**config.mk**
```make
export PLATFORM = sky130hd
export DESIGN_NAME = fieldmem_wr_ctrl
export DESIGN_NICKNAME = d
export VERILOG_FILES = /design/src/rtl/fieldmem_wr_ctrl.sv
export SDC_FILE = /design/constraint.sdc
export NUM_CORES = 1
export LEC_CHECK = 0
export ABC_AREA = 1
export BUFFER_PORTS_ARGS = -buffer_cell sky130_fd_sc_hd__buf_2
export CORE_MARGIN = 2
export CORE_UTILIZATION = 30
export DETAILED_ROUTE_END_ITERATION = 10
export GPL_TIMING_DRIVEN = 0
export PLACE_DENSITY = 0.64
export SYNTH_ARGS = -nofsm -noshare
export SYNTH_HDL_FRONTEND = slang
export SYNTH_SLANG_ARGS = --single-unit
```
**constraint.sdc**
```tcl
create_clock -name clk -period 3 [get_ports clk]
set_input_delay 0.3 -clock clk [delete_from_list [all_inputs] [get_ports clk]]
set_output_delay 0.3 -clock clk [all_outputs]
set_load 0.1 [all_outputs]
```
**src/rtl/fieldmem_wr_ctrl.sv**
```systemverilog
`timescale 1ns/1ps
module fieldmem_wr_ctrl #(
  parameter int DEPTH = 64,
  parameter int DW    = 16,
  parameter int AW    = (DEPTH > 1) ? $clog2(DEPTH) : 1
) (
  input  logic          clk,
  input  logic          rst_n,
  input  logic          wr_rst,
  input  logic          wr_en,
  input  logic          in_en,
  input  logic [DW-1:0] din,
  output logic [AW-1:0] mem_addr,
  output logic [DW-1:0] mem_data,
  output logic          mem_we,
  output logic          proto_err
);

  localparam logic [AW-1:0] LAST = AW'(DEPTH - 1);

  logic [AW-1:0] ptr;
  logic          s1_en, s1_ie, s2_en, s2_ie;
  logic [DW-1:0] s1_d, s2_d;
  logic [1:0]    idle_cnt;

  always_ff @(posedge clk or negedge rst_n) begin
    if (!rst_n) begin
      ptr       <= '0;
      s1_en     <= 1'b0;
      s1_ie     <= 1'b0;
      s2_en     <= 1'b0;
      s2_ie     <= 1'b0;
      proto_err <= 1'b0;
    end else if (wr_rst) begin
      ptr       <= '0;
      s1_en     <= 1'b0;
      s1_ie     <= 1'b0;
      s2_en     <= 1'b0;
      s2_ie     <= 1'b0;
      proto_err <= (idle_cnt != 2'd3);
    end else begin
      s1_en <= wr_en;
      s1_ie <= in_en;
      s2_en <= s1_en;
      s2_ie <= s1_ie;
      if (s2_en) ptr <= (ptr == LAST) ? '0 : ptr + AW'(1);
    end
  end

  always_ff @(posedge clk) begin
    s1_d <= din;
    s2_d <= s1_d;
  end

  always_ff @(posedge clk or negedge rst_n) begin
    if (!rst_n)               idle_cnt <= 2'd0;
    else if (wr_en)           idle_cnt <= 2'd0;
    else if (idle_cnt != 2'd3) idle_cnt <= idle_cnt + 2'd1;
  end

  assign mem_addr = ptr;
  assign mem_data = s2_d;
  assign mem_we   = s2_en & s2_ie & ~wr_rst;

  assert_ptr_zero_R1: assert property (@(posedge clk) disable iff (!rst_n)
    wr_rst |=> (mem_addr == '0));

  assert_flush_R6: assert property (@(posedge clk) disable iff (!rst_n)
    wr_rst |=> !mem_we);

  assert_hold_R2: assert property (@(posedge clk) disable iff (!rst_n)
    (!wr_rst && !s2_en) |=> $stable(ptr));

  assert_step_R2: assert property (@(posedge clk) disable iff (!rst_n)
    (!wr_rst && s2_en && ptr != LAST) |=> (ptr == $past(ptr) + AW'(1)));

  assert_wrap_R5: assert property (@(posedge clk) disable iff (!rst_n)
    (!wr_rst && s2_en && ptr == LAST) |=> (ptr == '0));

  assert_err_set_R7: assert property (@(posedge clk) disable iff (!rst_n)
    (wr_rst && idle_cnt != 2'd3) |=> proto_err);

  assert_err_keep_R7: assert property (@(posedge clk) disable iff (!rst_n)
    !wr_rst |=> $stable(proto_err));

endmodule

```
==> out/results.tsv <==
metric	value	unit
#FFs+latches synth	45	
Placed Instances	200	
post-CTS sizing	0	
Final GP Congestion	0.747	
Layout Skew	2.51	ps
final WL	1980	um
# fillers	394	
layout cells sized above 1	0.342	
Slowest cell on crit path	dfrtp_1	
vias per cell	3.96	
setup tns final	0	ps
Crit path largest cell delay	490	ps
Critical Path End Type	primary output	
class of the worst hold path	input pin to flop	
Clock transition at path regs	80	ps
Worst Tran Pin Value	494	ps
Die W	68.9	um
fin nets	181	
# port buffers	43	
total track usage	0.0969	
Post-DP Area	1540	um2
yosys warns	0	
# DRC	0	
Post-CTS Setup Bufs	0	
Slew headroom	0.673	
synthesized area per cell	11.8	um2
Pre-antenna DRT Iters	4	
synth unique cells	15	
Hold Slack	107	ps
Worst-Skew Late Latency	290	ps
Finished Layout Cells	208	
Final Power	1.18	mW
ANT cells	0	
Final Slew Violations	0	
antenna violations before repair	0	
Cell Area, Synth	1260	um2
status	completed	
global-route wire length before repair	3140	um
grt total ovfl	0	
register area share after synthesis	0.765	
Final setup violation count	0	
Worst setup SP type	flop	
full die area	4740	um2
Post-DP HPWL	1430	um
routed length per instance	9.51	um
Ports	45	
WP data arrival	1370	ps
Initial Util	0.313	
Critical Path Fanout Max	7	
LEAKAGE	0.828	nW
vias post-DR	824	
H-Tree Level Count	2	
final antenna-violating net count	0	
number of global-route vias before repair	737	
PwrDens	718	nW/um2
syn_nets	130	
worst-path cell chain	nand2_1, nor2_1, buf_2	
TritonCTS clock tree	done	
WP data required	2700	ps
std cell rows	23	
CORE AREA	4030	um2
Die Y	68.9	um
clk buf depth	2	
clock buffer count from CTS	5	
final hold violations	0	
largest net degree at the start of global routing	14	
Synth-to-Final Area Change	29.8	%
Iteration-0 DRC Markers	35	
Post-Syn Instances	107	
peak supply drop	0.351	mV
FMAX	0.600	GHz
RSZ-0062 raised after global routing	false	
Final Instance Area	1640	um2
CTS root buf	clkbuf_8	
# clock sinks	45	
max_cap viols	0	
min Tclk post-route	1670	ps
crit share post-route	0.555	
worst setup path class	flop to primary output	
==> cell usage after synthesis <==
cell	count	area [um2]
dfrtp_1	13	325
nand2_1	13	48.8
dfxtp_1	32	641
nor3_1	1	5.00
o21ai_1	1	5.00
nand3_1	6	30.0
nor2_4	2	22.5
a21oi_1	4	20.0
nor2_1	15	56.3
xor2_1	1	8.76
o21ai_0	3	15.0
buf_6	1	11.3
ha_1	2	25.0
inv_2	1	3.75
inv_1	12	45.0
==> registers in the layout (all words and copies together), names as in the netlist <==
| signal | flops |
|---|---|
| s2_en | 1 |
| proto_err | 1 |
| s1_en | 1 |
| idle_cnt | 2 |
| s1_ie | 1 |
| s1_d | 16 |
| s2_ie | 1 |
| mem_data | 16 |
| mem_addr | 6 |
==> logic make-up (layout without fill, tap and decap cells) <==
family	Yosys count	after routing	share of synthesized area
adder cells (fa/ha/maj)	2	2	0.0198
buffers and inverters	14	65	0.0476
XOR/XNOR	1	1	0.00694
AND/OR/NAND/NOR	37	37	0.129
AO/OA/AOI/OAI	8	8	0.0317
flip-flops	45	45	0.765
==> through the flow <==
stage / utilization / worst slack [ps]
2_1_floorplan: - / 928
3_3_place_gp: 0.382 / 1630
3_5_place_dp: 0.382 / 1640
4_1_cts: 0.407 / 1320
5_1_grt: 0.407 / 1220
6_report: 0.407 / 1330
==> critical path: cells and delay by family, from the launching register on <==
kind	cells	cell delay, ps
buf+inv	1	430
flops	1	490
simple gates	2	160
==> layer usage <==
layer,part of all wire,vias up,global-route usage,routed length (um)
met5,0,-,0,0
met3,0.13,4,0.0779,249
met4,0.016,0,0.0368,31
li1,-,426,-,-
met2,0.40,38,0.130,784
met1,0.46,356,0.114,914
==> placed cells by master (no fill, tap or decap), drive strengths merged <==
| cell | n |
|---|---|
| buf | 44 |
| nor2 | 17 |
| o21ai | 4 |
| nor3 | 1 |
| dlygate4sd3 | 1 |
| inv | 14 |
| nand3 | 6 |
| nand2 | 13 |
| clkbuf | 6 |
| dfrtp | 13 |
| a21oi | 4 |
| ha | 2 |
| xor2 | 1 |
| dfxtp | 32 |
==> where the power goes <==
| group | internal [mW] | switching (mW) | leakage (nW) |
|---|---|---|---|
| sequential | 0.635 | 0.0130 | 0.443 |
| clock | 0.182 | 0.181 | 0.0476 |
| combinational | 0.0320 | 0.134 | 0.338 |
==> worst paths after layout <==
kind / cells after the start / endpoint / startpoint / slack [ps]
max: 3 / mem_we / s2_en$_DFF_PN0_ / 1330
min: 1 / s1_d[14]$_DFF_P_ / din[14] / 110
max in group asynchronous: 2 / proto_err$_DFFE_PN0P_ / rst_n / 2340
min in group asynchronous: 2 / s1_en$_DFF_PN0_ / rst_n / 430
max reg2reg: 4 / mem_addr[3]$_DFFE_PN0P_ / mem_addr[0]$_DFFE_PN0P_ / 1860
min reg2reg: 0 / mem_data[9]$_DFF_P_ / s1_d[9]$_DFF_P_ / 330
==> cell type report <==
cell class              instances  area [um2]  share of cell area
plain buffers                   1        11.3             0.00687
clock buffers                   6        82.6              0.0504
clock inverters                 1        6.26             0.00382
inverters                      13        48.8              0.0298
multi-input cells              48         236               0.144
flip-flops and latches         45         966               0.589
well taps                      50        62.6              0.0382
repair buffers                 44         225               0.137
==> repair_timing <==
action / CTS / global route
hold buffers: 1 / 0
endpoints found under the setup margin: 0 / 0
hold endpoints to repair: 13 / 0
No activity file was read; power rests on OpenSTA's default activity.
